## config.mk

```make
export PLATFORM = sky130hd
export DESIGN_NAME = rx_pause_detect
export DESIGN_NICKNAME = d
export VERILOG_FILES = /design/src/rtl/rx_pause_pkg.sv /design/src/rtl/rx_pause_parser.sv /design/src/rtl/rx_pause_filter.sv /design/src/rtl/rx_pause_timer.sv /design/src/rtl/rx_pause_detect.sv
export SDC_FILE = /design/constraint.sdc
export NUM_CORES = 1
export LEC_CHECK = 0
export ABC_AREA = 1
export BUFFER_PORTS_ARGS = -buffer_cell sky130_fd_sc_hd__buf_4
export CAP_MARGIN = 40
export CORE_MARGIN = 3
export CORE_UTILIZATION = 25
export CTS_CLUSTER_DIAMETER = 50
export DETAILED_ROUTE_END_ITERATION = 8
export RECOVER_POWER = 100
export SLEW_MARGIN = 20
export SYNTH_ARGS = -nofsm -noshare
export SYNTH_HDL_FRONTEND = slang
export SYNTH_HIERARCHICAL = 1
export SYNTH_SLANG_ARGS = --single-unit
```

## constraint.sdc

```tcl
create_clock -name clk_i -period 7.8 [get_ports clk_i]
set_clock_uncertainty 0.05 [all_clocks]
set_input_delay 0 -clock clk_i [delete_from_list [all_inputs] [get_ports clk_i]]
set_output_delay 0 -clock clk_i [all_outputs]
set_load 0.01 [all_outputs]
```

## src/rtl/rx_pause_pkg.sv

```systemverilog
package rx_pause_pkg;
  localparam int unsigned ADDR_BYTES = 6;
  localparam int unsigned TIME_W     = 16;
  localparam logic [47:0] PAUSE_MC_DA = 48'h0180_C200_0001;
  localparam logic [15:0] ETYPE_MAC_CTRL = 16'h8808;
  localparam logic [15:0] OPC_PAUSE = 16'h0001;

  // byte positions, counted from the first byte of the frame
  localparam int unsigned OFS_TYPE = 12;
  localparam int unsigned OFS_OPC  = 14;
  localparam int unsigned OFS_TIME = 16;
  localparam int unsigned MIN_LAST = OFS_TIME + 1;

  typedef enum logic [1:0] {
    FWD_DROP_A = 2'b00,
    FWD_DROP_B = 2'b01,
    FWD_ALL    = 2'b10,
    FWD_MATCH  = 2'b11
  } fwd_mode_e;

  typedef struct packed {
    logic              is_pause;
    logic              mc_hit;
    logic              uc_hit;
    logic [TIME_W-1:0] ptime;
  } frame_info_t;
endpackage

```

## src/rtl/rx_pause_parser.sv

```systemverilog
module rx_pause_parser
  import rx_pause_pkg::*;
#(
  parameter int unsigned IDX_W = 5
) (
  input  logic        clk_i,
  input  logic        rst_ni,
  input  logic        valid_i,
  input  logic [7:0]  data_i,
  input  logic        sof_i,
  input  logic        eof_i,
  input  logic [47:0] station_addr_i,
  output logic        done_o,
  output frame_info_t info_o
);
  localparam logic [IDX_W-1:0] IDX_MAX = {IDX_W{1'b1}};

  logic [IDX_W-1:0] idx_q, idx_c;
  logic             mc_q, mc_c, uc_q, uc_c;
  logic [15:0]      type_q, type_c, opc_q, opc_c, time_q, time_c;

  function automatic logic [7:0] addr_byte(input logic [47:0] a, input logic [IDX_W-1:0] i);
    int sh;
    sh = (int'(ADDR_BYTES) - 1 - int'(i)) * 8;
    return a[sh +: 8];
  endfunction

  function automatic logic [15:0] fld_upd(input logic [15:0] cur, input logic [IDX_W-1:0] i,
                                          input int unsigned ofs, input logic [7:0] d);
    logic [15:0] r;
    r = cur;
    if (int'(i) == int'(ofs))          r[15:8] = d;
    else if (int'(i) == int'(ofs) + 1) r[7:0]  = d;
    return r;
  endfunction

  always_comb begin
    idx_c = sof_i ? '0 : idx_q;
    mc_c  = sof_i ? 1'b1 : mc_q;
    uc_c  = sof_i ? 1'b1 : uc_q;
    if (int'(idx_c) < int'(ADDR_BYTES)) begin
      mc_c = mc_c && (data_i == addr_byte(PAUSE_MC_DA, idx_c));
      uc_c = uc_c && (data_i == addr_byte(station_addr_i, idx_c));
    end
    type_c = fld_upd(type_q, idx_c, OFS_TYPE, data_i);
    opc_c  = fld_upd(opc_q,  idx_c, OFS_OPC,  data_i);
    time_c = fld_upd(time_q, idx_c, OFS_TIME, data_i);
  end

  always_ff @(posedge clk_i or negedge rst_ni) begin
    if (!rst_ni) begin
      idx_q  <= '0;
      mc_q   <= 1'b0;
      uc_q   <= 1'b0;
      type_q <= '0;
      opc_q  <= '0;
      time_q <= '0;
    end else if (valid_i) begin
      idx_q  <= (idx_c == IDX_MAX) ? idx_c : idx_c + 1'b1;
      mc_q   <= mc_c;
      uc_q   <= uc_c;
      type_q <= type_c;
      opc_q  <= opc_c;
      time_q <= time_c;
    end
  end

  assign done_o          = valid_i && eof_i;
  assign info_o.is_pause = (int'(idx_c) >= int'(MIN_LAST)) &&
                           (type_c == ETYPE_MAC_CTRL) && (opc_c == OPC_PAUSE);
  assign info_o.mc_hit   = mc_c;
  assign info_o.uc_hit   = uc_c;
  assign info_o.ptime    = time_c;
endmodule

```

## src/rtl/rx_pause_filter.sv

```systemverilog
module rx_pause_filter
  import rx_pause_pkg::*;
(
  input  logic              clk_i,
  input  logic              rst_ni,
  input  logic              done_i,
  input  frame_info_t       info_i,
  input  logic              crc_ok_i,
  input  logic              ucast_en_i,
  input  logic              fc_en_i,
  input  logic [1:0]        fwd_ctrl_i,
  output logic              load_o,
  output logic [TIME_W-1:0] load_val_o,
  output logic              dec_valid_o,
  output logic              is_pause_o,
  output logic              fwd_o,
  output logic              trig_o,
  output logic [TIME_W-1:0] time_o
);
  logic      hit, fwd_c;
  fwd_mode_e mode;

  assign mode = fwd_mode_e'(fwd_ctrl_i);
  assign hit  = info_i.mc_hit || (ucast_en_i && info_i.uc_hit);

  always_comb begin
    if (!info_i.is_pause) fwd_c = 1'b1;
    else begin
      unique case (mode)
        FWD_ALL:   fwd_c = 1'b1;
        FWD_MATCH: fwd_c = hit;
        default:   fwd_c = 1'b0;
      endcase
    end
  end

  assign load_o     = done_i && info_i.is_pause && hit && fc_en_i && crc_ok_i;
  assign load_val_o = info_i.ptime;

  always_ff @(posedge clk_i or negedge rst_ni) begin
    if (!rst_ni) begin
      dec_valid_o <= 1'b0;
      is_pause_o  <= 1'b0;
      fwd_o       <= 1'b0;
      trig_o      <= 1'b0;
      time_o      <= '0;
    end else begin
      dec_valid_o <= done_i;
      trig_o      <= load_o;
      if (done_i) begin
        is_pause_o <= info_i.is_pause;
        fwd_o      <= fwd_c;
      end
      if (load_o) time_o <= info_i.ptime;
    end
  end
endmodule

```

## src/rtl/rx_pause_timer.sv

```systemverilog
module rx_pause_timer #(
  parameter int unsigned CNT_W = 16
) (
  input  logic             clk_i,
  input  logic             rst_ni,
  input  logic             load_i,
  input  logic [CNT_W-1:0] load_val_i,
  input  logic             tick_i,
  output logic             active_o
);
  logic [CNT_W-1:0] cnt_q;

  always_ff @(posedge clk_i or negedge rst_ni) begin
    if (!rst_ni)                    cnt_q <= '0;
    else if (load_i)                cnt_q <= load_val_i;  // reload beats a tick
    else if (tick_i && cnt_q != '0) cnt_q <= cnt_q - 1'b1;
  end

  assign active_o = (cnt_q != '0);
endmodule

```

## src/rtl/rx_pause_detect.sv

```systemverilog
module rx_pause_detect
  import rx_pause_pkg::*;
#(
  parameter int unsigned IDX_W = 5
) (
  input  logic              clk_i,
  input  logic              rst_ni,
  input  logic              rx_valid_i,
  input  logic [7:0]        rx_data_i,
  input  logic              rx_sof_i,
  input  logic              rx_eof_i,
  input  logic              rx_crc_ok_i,
  input  logic [47:0]       station_addr_i,
  input  logic              ucast_det_en_i,
  input  logic              rx_fc_en_i,
  input  logic [1:0]        fwd_ctrl_i,
  input  logic              quanta_tick_i,
  output logic              dec_valid_o,
  output logic              is_pause_o,
  output logic              fwd_o,
  output logic              pause_trig_o,
  output logic [TIME_W-1:0] pause_time_o,
  output logic              pause_active_o
);
  logic              done;
  frame_info_t       info;
  logic              load;
  logic [TIME_W-1:0] load_val;

  rx_pause_parser #(.IDX_W(IDX_W)) u_parse (
    .clk_i, .rst_ni,
    .valid_i(rx_valid_i), .data_i(rx_data_i), .sof_i(rx_sof_i), .eof_i(rx_eof_i),
    .station_addr_i, .done_o(done), .info_o(info)
  );

  rx_pause_filter u_filt (
    .clk_i, .rst_ni,
    .done_i(done), .info_i(info), .crc_ok_i(rx_crc_ok_i),
    .ucast_en_i(ucast_det_en_i), .fc_en_i(rx_fc_en_i), .fwd_ctrl_i,
    .load_o(load), .load_val_o(load_val),
    .dec_valid_o, .is_pause_o, .fwd_o, .trig_o(pause_trig_o), .time_o(pause_time_o)
  );

  rx_pause_timer #(.CNT_W(TIME_W)) u_tmr (
    .clk_i, .rst_ni,
    .load_i(load), .load_val_i(load_val), .tick_i(quanta_tick_i),
    .active_o(pause_active_o)
  );
endmodule

```

Word level (Yosys, flattened, before mapping)
Index checks and enable logic that the tools add are counted.
- word-level logic and storage cells: 65
- input port bits: 67
- register bits: 91
- output and inout bits: 21
- shift-type cells: 2
- magnitude comparators: 2
- reductions and logical operators: 14
- add/subtract/negate cells: 3
- equal/unequal tests: 13
- multiplexer cells: 19
- operators by type and width (kind ; number):
    $mux 8 ; 9
    $shiftx 48x32->8 ; 1
    $shiftx 48x32->8 const A ; 1
    $eq 5x5->1 const B ; 7
    $mux 16 ; 2
    $eq 16x1->1 const B ; 1
    $eq 16x16->1 const B ; 1
    $eq 8x8->1 ; 2
    $reduce_bool 16->1 ; 1
    $sub 16x1->16 const B ; 1
    $logic_and 1x1->1 ; 11
    $mux 5 ; 2
    $sub 3x5->6 const A ; 1
    $add 5x1->5 const B ; 1
    $ge 5x5->1 const B ; 1
    $lt 5x3->1 const B ; 1
    $mux 1 ; 5
    $eq 2x2->1 const B ; 2
    $pmux 1 s2 ; 1
    $reduce_bool 2->1 ; 1
    $logic_or 1x1->1 ; 1

Longest topological paths before layout
Gate-level depths: netlist (run 1).
- word-level depth: 12
- mapped depth: 32
- depth with buffers taken out: 27

Hierarchy
The synthesis (run 1) kept the hierarchy.
- by module, submodules not included (module ; seq. area each (um2) ; area each (um2) ; cells each ; times used):
    rx_pause_parser ; 1376.3 ; 3748.6 ; 550 ; 1
    rx_pause_timer ; 400.4 ; 1178.6 ; 184 ; 1
    rx_pause_filter ; 500.5 ; 899.6 ; 101 ; 1

Worst setup path after synthesis (run 1)
Ideal clock, no wire load.
- path type: reg-to-reg
- start: register u_parse.idx_q[1]
- end: register u_tmr.cnt_q[6]
- data required time: 7629 ps
- library setup time: 121 ps
- period minus slack after synthesis: 3655 ps
- cell stages (with the launch flop): 28
- arrival time: 3484 ps
- buffers on the path: 4
- slack: 4145 ps
- cells stage by stage: dfrtp_1 inv_1 nor2_1 inv_1 buf_1 ha_1 nor2_4 inv_2 nor2_4 a21oi_1 nand2_1 nand2_1 nand2_1 nand2_1 nor2_1 nand2_1 a22oi_1 buf_4 nand2_1 nand2_1 nand2_4 inv_6 buf_6 clkbuf_1 inv_2 or2_2 nand3_1 o21ai_1
- cells in the longest elaborated chain, start to end: 12
- elaborated cells between the ends (all ways): 38
- classes of those cells: add/sub: 1; order compare: 2; eq/ne: 10; shift: 2; mux: 12; reduce/logical: 11
- RTL lines (element ; line ; RTL):
    start: declaration ; rx_pause_parser.sv:18 ; logic [IDX_W-1:0] idx_q, idx_c;
    start signal: assignment ; rx_pause_parser.sv:59 ; idx_q <= (idx_c == IDX_MAX) ? idx_c : idx_c + 1'b1;
    $mux 5 (*) ; rx_pause_parser.sv:38 ; idx_c = sof_i ? '0 : idx_q;
    $sub 3x5->6 ; rx_pause_parser.sv:24 ; sh = (int'(ADDR_BYTES) - 1 - int'(i)) * 8;
    $shiftx 48x32->8 ; rx_pause_parser.sv:25 ; return a[sh +: 8];
    $eq 8x8->1 ; rx_pause_parser.sv:43 ; uc_c = uc_c && (data_i == addr_byte(station_addr_i, idx_c));
    $logic_and 1x1->1 ; rx_pause_parser.sv:43 ;
    $mux 1 (*) ; rx_pause_parser.sv:41 ; if (int'(idx_c) < int'(ADDR_BYTES)) begin
    via u_parse.uc_c ; rx_pause_parser.sv:19 ; logic mc_q, mc_c, uc_q, uc_c;
    $logic_and 1x1->1 (*) ; rx_pause_filter.sv:24 ; assign hit = info_i.mc_hit || (ucast_en_i && info_i.uc_hit);
    $logic_or 1x1->1 (*) ; rx_pause_filter.sv:24 ;
    $logic_and 1x1->1 (*) (3 in a row) ; rx_pause_filter.sv:37 ; assign load_o = done_i && info_i.is_pause && hit && fc_en_i && crc_ok_i;
    via load ; rx_pause_detect.sv:27 ; logic load;
    $mux 16 or $reduce_bool 2->1 (tied branches) ; - ;
    end signal: assignment ; rx_pause_timer.sv:15 ; else if (load_i) cnt_q <= load_val_i;
    end signal: assignment ; rx_pause_timer.sv:16 ; else if (tick_i && cnt_q != '0) cnt_q <= cnt_q - 1'b1;
    end: declaration ; rx_pause_timer.sv:11 ; logic [CNT_W-1:0] cnt_q;
The timed path passes the listed nets; every way through them passes the cells marked *.
A chain may end at the register's enable or synchronous reset.

==> results of run 1 <==
-- per-layer routing --
layer / share of wire / vias to the layer above / GRT usage / wire length [µm]
li1: - / 2792 / - / -
met1: 0.49 / 2485 / 0.188 / 7850
met2: 0.46 / 128 / 0.203 / 7280
met3: 0.044 / 9 / 0.0258 / 700
met4: 0.0067 / 0 / 0.0209 / 106
met5: 0 / - / 0 / 0
-- cell type report --
cell class	instances	area, µm²
inverter	67	262
clock inverter	3	47.5
fill	2500	15900
timing repair buffer	100	683
tap	313	392
clock buffer	13	250
multi-input combinational	628	2950
sequential	91	2280
-- where the power goes --
part | switching, mW | internal, mW
Combinational | 0.302 | 0.183
Clock | 0.183 | 0.259
Sequential | 0.0691 | 0.557
-- through the flow --
step           hold slack [ns]  utilization  instance area [µm²]
2_1_floorplan           -0.346            -                 5830
3_3_place_gp            -0.192        0.290                 6600
3_5_place_dp            -0.191        0.291                 6630
4_1_cts                0.00672        0.308                 7020
5_1_grt                 0.0521        0.301                 6860
6_report               0.00852        0.301                 6860
-- cells in the final DEF, fill, tap and decap left out, drive strengths merged, types with 2 or more instances in the layout --
master | Yosys | layout
dlygate4sd3 | 0 | 9
nand2 | 318 | 318
inv | 65 | 65
or2 | 3 | 3
nand3b | 4 | 4
nand4 | 10 | 10
clkbuf | 17 | 38
buf | 32 | 66
a22oi | 2 | 2
xor2 | 6 | 6
dfrtp | 91 | 91
nand3 | 94 | 94
a21oi | 23 | 23
ha | 8 | 8
nor2 | 64 | 64
nor3 | 4 | 4
o21bai | 2 | 2
clkinv | 2 | 4
o22ai | 3 | 3
o21ai | 82 | 82
-- repair_timing --
item | CTS | global route
gates resized for setup | 0 | 0
endpoints found under the hold margin | 65 | 0
hold buffers | 9 | 0
-- registers in the layout, summed over array words and instances (netlist names), 5 cells and up --
| name | flops |
|---|---|
| u_parse/idx_q | 5 |
| u_parse/time_q | 16 |
| u_parse/type_q | 16 |
| u_tmr/cnt_q | 16 |
| u_parse/opc_q | 16 |
| u_filt/time_o | 16 |
-- cells by family after synthesis --
logic type                 Yosys count
adders and majority gates            8
xor gates and xnor gates             7
DFF                                 91
and+or+nand+nor                    500
AOI/OAI and AO/OA                  113
buffers and inverters              116
-- worst min-delay path, delay by kind of cell --
kind	cells	cell delay (ns)
buf+inv	1	0.12
compound gates	2	0.25
-- worst max-delay path by stage --
stage	slack, ns	start	cells past startpoint	end
floorplan	4.14	u_parse/idx_q[1]	27	u_tmr/cnt_q[6]
global placement	3.33	u_parse/idx_q[0]	19	u_tmr/cnt_q[6]
detailed placement	3.21	u_parse/idx_q[0]	19	u_tmr/cnt_q[6]
CTS	3.05	rx_sof_i	22	u_tmr/cnt_q[6]
global route	1.25	rx_sof_i	23	u_tmr/cnt_q[0]
finish	2.08	rx_sof_i	22	u_tmr/cnt_q[6]
==> impl_summary.txt, run 1 <==
----------------------------------------------------
[Run status]
  Run status ... complete, but fails checks
  Failing checks ... max-capacitance violations, max-slew violations

[Clock tree]
  Maximum level of the CTS H-tree ... 3
  Clock edge transition at the registers on the reported setup and hold paths ... 0.07 ns
  CTS buffer count ... 9
  Number of clock sinks ... 91
  Clock latency reported for the late side of the worst-skew pair ... 0.35 ns
  Post-CTS setup buffers ... 0
  TritonCTS clock tree ... done
  Largest buffer count on any clock path ... 2
  CTS root buffer ... clkbuf_16

[Routing]
  First DRT Iteration DRCs ... 460
  First drt pass iteration count ... 5
  Via/cell ratio ... 4.46
  Total via count after detailed routing ... 5,414
  WL final ... 15,900 µm
  Detailed-route DRC error count ... 0
  Remaining number of nets flagged by the antenna check after routing ... 0
  Post-detailed-route wirelength per cell ... 13.1 µm

[Power and ir drop]
  Total Power ... 1.55 mW
  Maximum vdd drop ... 0.104 mV
  Areal power density over the cells ... 226 mW/mm²
  Static power due to leakage ... 3.46 nW

[Finish]
  Final net count ... 972
  Count of antenna diodes in the layout ... 0
  Layout Cells excl Fill ... 1,215
  Growth of design area from synthesis to finish ... 17.8%
  Layout cell share with drive strength beyond 1 ... 0.131

[Synth]
  Count of flip-flops with a built-in enable after synthesis ... 0
  Proportion of netlist area held by the largest area contributor ... 0.391
  Parity-gate share of the synthesized area counting xor and xnor cells ... 0.0105
  Cell count after synthesis ... 835
  Leading post-synthesis cells by cell area ... dfrtp_1 (39%), nand2_1 (19%), nand3_1 (7.6%)
  Area of the mapped netlist ... 0.00583 mm²
  Simple-gate portion of the synthesized area ... 0.386
  Net count of the mapped netlist ... 910
  Top post-synthesis cells by count ... nand2_1 (302), dfrtp_1 (91), nand3_1 (89)
  Combinational family with the most area after synthesis ... simple AND/OR/NAND/NOR gates
  Mux share of post-synthesis cell area ... 0
  Most numerous cell in the Yosys netlist ... nand2_1
  Most used flip-flop cell after synthesis ... dfrtp_1
  Post-synth cell types ... 40
  Cell type with the highest aggregate area in the netlist ... dfrtp_1
  Proportion of synthesized chip area in sequential cells ... 0.391
  Number of synthesized register bits ... 91
  Number of warnings printed during yosys synthesis ... 6
  Complex-gate fraction of the synthesized area ... 0.100
  Mean post-synth cell area ... 6.98 µm²
  Post-synthesis share of cell area spent on full adders, half adders and majority gates ... 0.0172
  Fraction of registers with async set or reset after synthesis ... 1.00

[Worst setup path]
  Critical path launch point type ... input pin
  Setup slack of the worst register-to-register path ... 2.36 ns
  Cell with the largest stage delay on the worst path ... nor3_1
  Cell occurring most often along the worst timing path ... nand2_1
  Required time at the endpoint of the critical path ... 7.98 ns
  Startpoint-to-endpoint class of the critical path ... in -> reg
  R2R depth ... 19
  Cell-by-cell trace of the critical path ... dlygate4sd3_1 -> clkbuf_1 -> inv_1 -> nand2_1 -> inv_1 -> ha_1 -> nand2_1 -> nor3_1 -> nand2_1 -> o21ai_0 -> nand3_1 -> nor4b_1 -> nand4_1 -> nor2_1 -> nand2_1 -> nor2_1 -> nand2_4 -> inv_6 -> inv_1 -> or2_2 -> nand3_1 -> o21ai_0
  Worst R2R End ... u_tmr/cnt_q[6]
  Crit path DAT ... 5.90 ns
  Maximum fanout along the worst path ... 34
  Max stage delay on crit path ... 0.95 ns
  Worst reg2reg startpoint ... u_parse/idx_q[0]
  Number of buffers and inverters on the critical path ... 6
  Kind of capture point of the worst setup path ... flop
  Largest delay share family, worst path ... simple AND/OR/NAND/NOR gates

[Placement]
  Worst slack after detailed placement ... 3.21 ns
  Detailed placement HPWL ... 11,500 µm
  Port buffer count ... 87
  Cell Count Post-Placement ... 1,190
  Final GP Congestion ... 0.838

[Timing]
  Unrepaired setup endpoints after global routing ... no
  Highest clock frequency the design can meet ... 0.175 GHz
  Shortest clock period the worst path allows after layout ... 5.72 ns
  Worst slew margin ... -0.822
  Final critical-path share of the clock period ... 0.734
  Setup TNS ... 0 ns
  Number of hold-slack violations in the final timing report ... 0
  Final WS setup ... 2.08 ns
  Pin slew with the least headroom to its limit ... 2.73 ns
  Final-report setup violation count ... 0
  Number of max-slew violations in the final report ... 81

[Floorplan]
  Height of the chip ... 159 µm
  Number of primary I/O pins ... 88
  Core box area ... 0.0228 mm²
  Die Outline Area ... 0.0252 mm²
  Die boundary width ... 159 µm
  Initial core utilization ... 0.256
  # rows ... 55

[Worst hold path]
  Hold/Removal Path Class ... in -> reg
  Hold Crit Depth ... 3
  Hold path endpoint ... u_parse/type_q[0]
  Hold Startpoint ... rx_data_i[0]

[Global route]
  Vias in the first global route ... 5,067
  Total gr overflow ... 0
  Aggregate global-route resource usage ... 0.129
  Wire length of the first global-routing pass ... 26,200 µm
  Pin count of the biggest net entering global routing ... 81
  Number of antenna violations at the first check in global routing ... 0

[Flow run]
  Count of maximum capacitance violations ... 2

----------------------------------------------------
(Power assumes the default switching activity.)
==> run 2: changes to the inputs <==
Clock period 7.8 ns to 4.9 ns, I/O delays scaled along.
==> run 2 against run 1 <==
Compared with the run above:
- the flow still finishes with violations (max-capacitance violations, max-slew violations)
- sequential power up 59%
- non-clock buffer count grew 1
- sequential cell count stayed put
- largest cell class unchanged
- final area increased by 0.47%
- die area unchanged
- via count is 1.4% higher
- first-iteration DRC count up 8.3%
- critical endpoint is now u_tmr/cnt_q[5]
- global-route usage down 0.16 points
- combinational power up 61%
- final cell count is the same
- critical path depth unchanged
==> impl_summary.txt, run 2 (same netlist as run 1, synthesis figures left out) <==
----------------------------------------------------
[Run status]
  Run status ... complete, but fails checks
  Failing checks ... max-capacitance violations, max-slew violations

[Timing]
  Shortest clock period the worst path allows after layout ... 4.29 ns
  Number of max-slew violations in the final report ... 31 (-62%)
  Unrepaired setup endpoints after global routing ... no
  Final critical-path share of the clock period ... 0.876
  Hold slack final ... 0.0274 ns (+0.0189 ns)
  Pin slew with the least headroom to its limit ... 1.70 ns (-1.04 ns)
  Final-report setup violation count ... 0 (unchanged)
  Setup TNS ... 0 ns (unchanged)
  Worst slew margin ... -0.132 (+0.691)
  Number of hold-slack violations in the final timing report ... 0 (unchanged)
  Highest clock frequency the design can meet ... 0.233 GHz
  Final WS setup ... 0.605 ns (-1.47 ns)

[Power and ir drop]
  Static power due to leakage ... 3.48 nW (+0.45%)
  Switching part of the total ... 0.363 (+0.00679)
  Switching power ... 900 µW (+62%)
  Portion of total power attributed to the clock network ... 0.282 (-0.003)
  Total Power ... 2.48 mW (+59%)
  Register share of total power ... 0.402 (about the same)
  Portion of total power attributed to combinational logic ... 0.316 (+0.004)
  Maximum vdd drop ... 0.140 mV (+35%)
  Areal power density over the cells ... 359 mW/mm² (+59%)
  Cell-internal power ... 1.58 mW (+58%)

[Clock tree]
  TritonCTS clock tree ... done
  Clock edge transition at the registers on the reported setup and hold paths ... 0.07 ns (about the same)
  Post-CTS setup buffers ... 0 (unchanged)
  Number of clock sinks ... 91 (unchanged)
  CTS buffer count ... 9 (unchanged)
  CTS root buffer ... clkbuf_16
  Clock latency reported for the late side of the worst-skew pair ... 0.35 ns (about the same)
  Maximum level of the CTS H-tree ... 3 (unchanged)
  Largest buffer count on any clock path ... 2 (unchanged)

[Routing]
  Remaining number of nets flagged by the antenna check after routing ... 0 (unchanged)
  First drt pass iteration count ... 5 (unchanged)
  Post-detailed-route wirelength per cell ... 13.1 µm (+0.10%)
  Total via count after detailed routing ... 5,491 (+1.4%)
  First DRT Iteration DRCs ... 498 (+8.3%)
  Detailed-route DRC error count ... 0 (unchanged)
  WL final ... 16,000 µm (+0.10%)
  Via/cell ratio ... 4.52 (+1.4%)

[Finish]
  Highest-count cells in the layout ignoring fill and taps ... nand2_1 (303), dfrtp_1 (91), nand3_1 (89)
  Commonest non-fill, non-tap cell in the layout ... nand2_1
  Final net count ... 973 (+0.10%)
  Layout cell share with drive strength beyond 1 ... 0.143 (+0.0122)
  Final standard cell utilization of the core ... 0.303 (+0.00143)
  Growth of design area from synthesis to finish ... 18.3%
  Layout Cells excl Fill ... 1,215 (unchanged)
  Fill cell count ... 2,488 (-0.48%)
  Finished Cell Area ... 0.00690 mm² (+0.47%)
  Count of antenna diodes in the layout ... 0 (unchanged)

[Placement]
  Detailed placement HPWL ... 11,500 µm (-0.62%)
  Final GP Congestion ... 0.821 (-2.1%)
  Instance area at placement ... 0.00662 mm² (-0.19%)
  Port buffer count ... 87 (unchanged)
  Cell Count Post-Placement ... 1,191 (+0.084%)
  Worst slack after detailed placement ... 0.736 ns (-2.47 ns)

[Floorplan]
  Die boundary width ... 159 µm (unchanged)
  Number of primary I/O pins ... 88 (unchanged)
  Height of the chip ... 159 µm (unchanged)
  Die Outline Area ... 0.0252 mm² (unchanged)
  Initial core utilization ... 0.256 (unchanged)
  # rows ... 55 (unchanged)
  Core box area ... 0.0228 mm² (unchanged)

[Worst setup path]
  Max stage delay on crit path ... 0.54 ns (-0.41 ns)
  Startpoint-to-endpoint class of the critical path ... in -> reg
  Cell with the largest stage delay on the worst path ... dlygate4sd3_1
  Cell occurring most often along the worst timing path ... nand2_1
  Cell-by-cell trace of the critical path ... dlygate4sd3_1 -> clkbuf_1 -> inv_1 -> nand2_1 -> buf_4 -> inv_1 -> buf_4 -> ha_1 -> nand4_2 -> a21oi_1 -> nand2_1 -> or4_1 -> nor2_1 -> nand2_1 -> nor2_4 -> nand2_4 -> inv_6 -> inv_2 -> nand3_1 -> inv_2 -> nand2_1 -> nand3_1
  Largest delay share family, worst path ... buffers and inverters
  Required time at the endpoint of the critical path ... 5.08 ns (-2.90 ns)
  Crit path DAT ... 4.47 ns (-1.43 ns)
  Number of buffers and inverters on the critical path ... 9 (+3)
  Maximum fanout along the worst path ... 34 (unchanged)
  Kind of capture point of the worst setup path ... flop
  Critical path launch point type ... input pin

[Global route]
  Total gr overflow ... 0 (unchanged)
  Pin count of the biggest net entering global routing ... 69 (-15%)
  Wire length of the first global-routing pass ... 25,900 µm (-1.2%)
  Vias in the first global route ... 4,988 (-1.6%)
  Aggregate global-route resource usage ... 0.128 (-0.00162)
  Number of antenna violations at the first check in global routing ... 0 (unchanged)

[Flow run]
  Count of maximum capacitance violations ... 1 (-1)

[Worst hold path]
  Hold/Removal Path Class ... in -> reg

----------------------------------------------------
[run 2: cell count changes in the layout (fill, tap and decap cells not counted), sizes merged]
| cell | previous run | this run |
|---|---|---|
| inv | 65 | 67 |
| dlygate4sd3 | 9 | 8 |
| clkinv | 4 | 5 |
| clkbuf | 38 | 35 |
| buf | 66 | 67 |
[run 2: power groups by stage]
stage | sequential (mW) | combinational, mW | clock, mW
3_3_place_gp | 1.00 | 0.768 | 0
4_1_cts | 0.993 | 0.787 | 0.719
6_report | 0.996 | 0.782 | 0.698
3_5_place_dp | 1.01 | 0.778 | 0
2_1_floorplan | 0.980 | 0.618 | 0
5_1_grt | 1.02 | 0.901 | 0.746
[run 2: worst reg2reg max path: cells and delay by family (launching register included)]
family | cells | cell delay, ns
AOI/OAI and AO/OA | 2 | 0.45
adders and majority gates | 1 | 0.39
buffers and inverters | 6 | 1.10
and+or+nand+nor | 15 | 1.69
DFF | 1 | 0.36
[run 2: path summary, 6_finish.rpt]
path / cells past startpoint / endpoint / from / slack (ns)
worst max-delay path: 22 / u_tmr/cnt_q[5] / rx_sof_i / 0.61
worst min-delay path: 3 / u_parse/type_q[9] / rx_data_i[1] / 0.03
worst max register to register: 24 / u_tmr/cnt_q[5] / u_parse/idx_q[1] / 0.74
worst min register to register: 2 / u_parse/time_q[6] / u_parse/time_q[6] / 0.43
max in group asynchronous: 4 / u_parse/time_q[8] / rst_ni / 1.59
min in group asynchronous: 2 / u_tmr/cnt_q[1] / rst_ni / 0.58
[run 2: cell type report]
class | count | area (µm²) | area share
multi-input cells | 628 | 2990 | 0.434
flip-flops and latches | 91 | 2280 | 0.330
repair buffers | 101 | 683 | 0.0991
well taps | 313 | 392 | 0.0568
inverters | 67 | 262 | 0.0379
clock buffers | 9 | 225 | 0.0327
clock inverters | 6 | 65.1 | 0.00944
[run 2: what timing repair did]
| action | 4_1_cts | 5_1_grt |
|---|---|---|
| gates resized for setup | 0 | 0 |
| hold endpoints to repair | 53 | 0 |
| hold buffers | 8 | 0 |
[run 2: layer usage]
| layer | GRT usage | wire length [µm] | vias to the layer above |
|---|---|---|---|
| met5 | 0 | 0 | - |
| met4 | 0.0184 | 83 | 0 |
| met1 | 0.184 | 7740 | 2550 |
| li1 | - | - | 2801 |
| met3 | 0.0304 | 820 | 6 |
| met2 | 0.200 | 7310 | 134 |
==> run 3: changes to the inputs <==
Settings changed: BUFFER_PORTS_ARGS -buffer_cell sky130_fd_sc_hd__buf_4 to -buffer_cell sky130_fd_sc_hd__buf_2, REMOVE_ABC_BUFFERS set to 1, SKIP_CTS_REPAIR_TIMING set to 1.
==> run 3 against run 2 <==
Compared with the run above:
- die area unchanged
- clock power increased by 2%
- global-route usage increased by 0.070 points
- wire length decreased by 0.31%
- largest power group unchanged
- sequential power about the same
- critical path depth decreased by 1
- final area decreased by 3.1%
- largest cell class unchanged
- the run still ends with max-capacitance violations, max-slew violations left
==> impl_summary.txt, run 3 (same netlist as run 1, synthesis figures left out) <==
----------------------------------------------------
[Routing]
  Detailed-route DRC error count ... 0 (unchanged)
  Remaining number of nets flagged by the antenna check after routing ... 0 (unchanged)
  Total via count after detailed routing ... 5,442 (-0.89%)
  First drt pass iteration count ... 5 (unchanged)
  First DRT Iteration DRCs ... 403 (-19%)
  Post-detailed-route wirelength per cell ... 13.1 µm (+0.10%)
  WL final ... 15,900 µm (-0.31%)
  Via/cell ratio ... 4.50 (-0.48%)

[Global route]
  Aggregate global-route resource usage ... 0.129 (+0.000698)
  Vias in the first global route ... 5,056 (+1.4%)
  Wire length of the first global-routing pass ... 26,000 µm (+0.27%)
  Number of antenna violations at the first check in global routing ... 0 (unchanged)
  Pin count of the biggest net entering global routing ... 67 (-2.9%)
  Total gr overflow ... 0 (unchanged)

[Floorplan]
  Die Outline Area ... 0.0252 mm² (unchanged)
  # rows ... 55 (unchanged)
  Number of primary I/O pins ... 88 (unchanged)
  Initial core utilization ... 0.256 (unchanged)
  Die boundary width ... 159 µm (unchanged)
  Core box area ... 0.0228 mm² (unchanged)
  Height of the chip ... 159 µm (unchanged)

[Worst setup path]
  Worst reg2reg startpoint ... u_parse/idx_q[1]
  Maximum fanout along the worst path ... 34 (unchanged)
  Critical path launch point type ... flop
  Kind of capture point of the worst setup path ... flop
  Crit path DAT ... 4.42 ns (-0.05 ns)
  Source of the critical timing path ... u_parse/idx_q[1]
  Startpoint-to-endpoint class of the critical path ... reg -> reg
  Required time at the endpoint of the critical path ... 5.07 ns (about the same)

[Finish]
  Commonest non-fill, non-tap cell in the layout ... nand2_1
  Fill cell count ... 2,500 (+0.48%)
  Final net count ... 967 (-0.62%)
  Count of antenna diodes in the layout ... 0 (unchanged)
  Growth of design area from synthesis to finish ... 14.6%
  Final standard cell utilization of the core ... 0.293 (-0.00945)
  Sequential cell area ... 0.00228 mm² (unchanged)
  Total area of multi-input combinational cells ... 0.00298 mm² (-0.54%)
  Highest-count cells in the layout ignoring fill and taps ... nand2_1 (303), nand3_1 (91), dfrtp_1 (91)
  Layout cell share with drive strength beyond 1 ... 0.142 (-0.00143)

[Power and ir drop]
  Switching power ... 882 µW (-2.0%)
  Portion of total power attributed to combinational logic ... 0.308 (-0.008)
  Register share of total power ... 0.404 (+0.002)
  Cell-internal power ... 1.59 mW (+0.59%)
  Portion of total power attributed to the clock network ... 0.288 (+0.006)
  Areal power density over the cells ... 369 mW/mm² (+2.9%)
  Switching part of the total ... 0.357 (-0.00606)
  Maximum vdd drop ... 0.181 mV (+29%)
  Static power due to leakage ... 3.41 nW (-2.0%)

[Clock tree]
  CTS root buffer ... clkbuf_16
  Clock edge transition at the registers on the reported setup and hold paths ... 0.06 ns (about the same)
  CTS buffer count ... 9 (unchanged)
  Maximum level of the CTS H-tree ... 3 (unchanged)
  TritonCTS clock tree ... done
  Largest buffer count on any clock path ... 2 (unchanged)
  Clock latency reported for the late side of the worst-skew pair ... 0.34 ns (about the same)
  Number of clock sinks ... 91 (unchanged)

[Placement]
  Final GP Congestion ... 0.841 (+2.4%)
  Port buffer count ... 87 (unchanged)
  Detailed placement HPWL ... 11,500 µm (about the same)

[Timing]
  Hold slack final ... 0.0202 ns (-0.00723 ns)
  Highest clock frequency the design can meet ... 0.235 GHz (+1.0%)
  Worst slew margin ... -0.614 (-0.483)
  Pin slew with the least headroom to its limit ... 2.42 ns (+0.724 ns)
  Final critical-path share of the clock period ... 0.867 (-0.00900)
  Number of max-slew violations in the final report ... 43 (+39%)
  Shortest clock period the worst path allows after layout ... 4.25 ns (-0.0441 ns)
  Number of hold-slack violations in the final timing report ... 0 (unchanged)
  Final-report setup violation count ... 0 (unchanged)
  Unrepaired setup endpoints after global routing ... no
  Setup TNS ... 0 ns (unchanged)

[Run status]
  Failing checks ... max-capacitance violations, max-slew violations
  Run status ... complete, but fails checks

[Worst hold path]
  Hold Startpoint ... fwd_ctrl_i[0]
  Hold/Removal Path Class ... in -> reg

[Flow run]
  Count of maximum capacitance violations ... 1 (unchanged)

----------------------------------------------------
## run 3: final timing paths
path | to | slack, ns | depth (start not counted)
worst max register to register | u_tmr/cnt_q[4] | 0.65 | 21
min in group asynchronous | u_filt/time_o[15] | 0.88 | 2
worst min register to register | u_filt/time_o[9] | 0.43 | 2
max in group asynchronous | u_parse/type_q[11] | 1.61 | 3
worst min-delay path | u_filt/fwd_o | 0.02 | 4
worst max-delay path | u_tmr/cnt_q[4] | 0.65 | 21
## run 3: power by group through the flow
stage | combinational [mW] | sequential, mW | clock, mW
floorplan | 0.575 | 0.980 | 0
global placement | 0.753 | 1.00 | 0
detailed placement | 0.761 | 1.01 | 0
CTS | 0.765 | 0.995 | 0.730
global route | 0.879 | 1.02 | 0.759
finish | 0.759 | 0.998 | 0.710
## run 3: through the flow
stage | std cells | instance area, µm² | power (mW) | worst slack, ns
floorplan | 786 | 5540 | 1.55 | 0.958
global placement | 1191 | 6400 | 1.76 | 0.767
detailed placement | 1191 | 6400 | 1.77 | 0.728
CTS | 1207 | 6710 | 2.49 | 0.715
global route | 1210 | 6680 | 2.65 | 0.136
finish | 1210 | 6680 | 2.47 | 0.650
## run 3: layout make-up
cell class / count / area share
Inverter: 67 / 0.0384
Sequential cell: 91 / 0.341
Timing Repair Buffer: 95 / 0.0710
Multi-Input combinational cell: 628 / 0.445
Clock buffer: 12 / 0.0384
Clock inverter: 4 / 0.00730
Tap cell: 313 / 0.0586
## run 3: worst max-delay path, stage by stage, from the launching register on
cell and delay, ns:
dfrtp_1 0.35, inv_1 0.09, nor2_1 0.05, buf_4 0.19, inv_1 0.39, ha_1 0.28, nand3_1 0.40, nand2_1 0.16
o21ai_0 0.11, inv_1 0.08, nand4_1 0.09, or4_1 0.47, nor2_1 0.11, nand2_1 0.12, nor2_4 0.14, nand2_4 0.16
inv_6 0.25, inv_2 0.18, nand2_4 0.16, inv_1 0.14, nand2_1 0.09, nand3_1 0.06
## run 3: layer usage
| layer | routed length, µm | global-route usage | vias to the layer above |
|---|---|---|---|
| met1 | 7730 | 0.186 | 2486 |
| met2 | 7120 | 0.199 | 159 |
| met4 | 108 | 0.0229 | 0 |
| met3 | 934 | 0.0283 | 10 |
| met5 | 0 | 0 | - |
| li1 | - | - | 2787 |
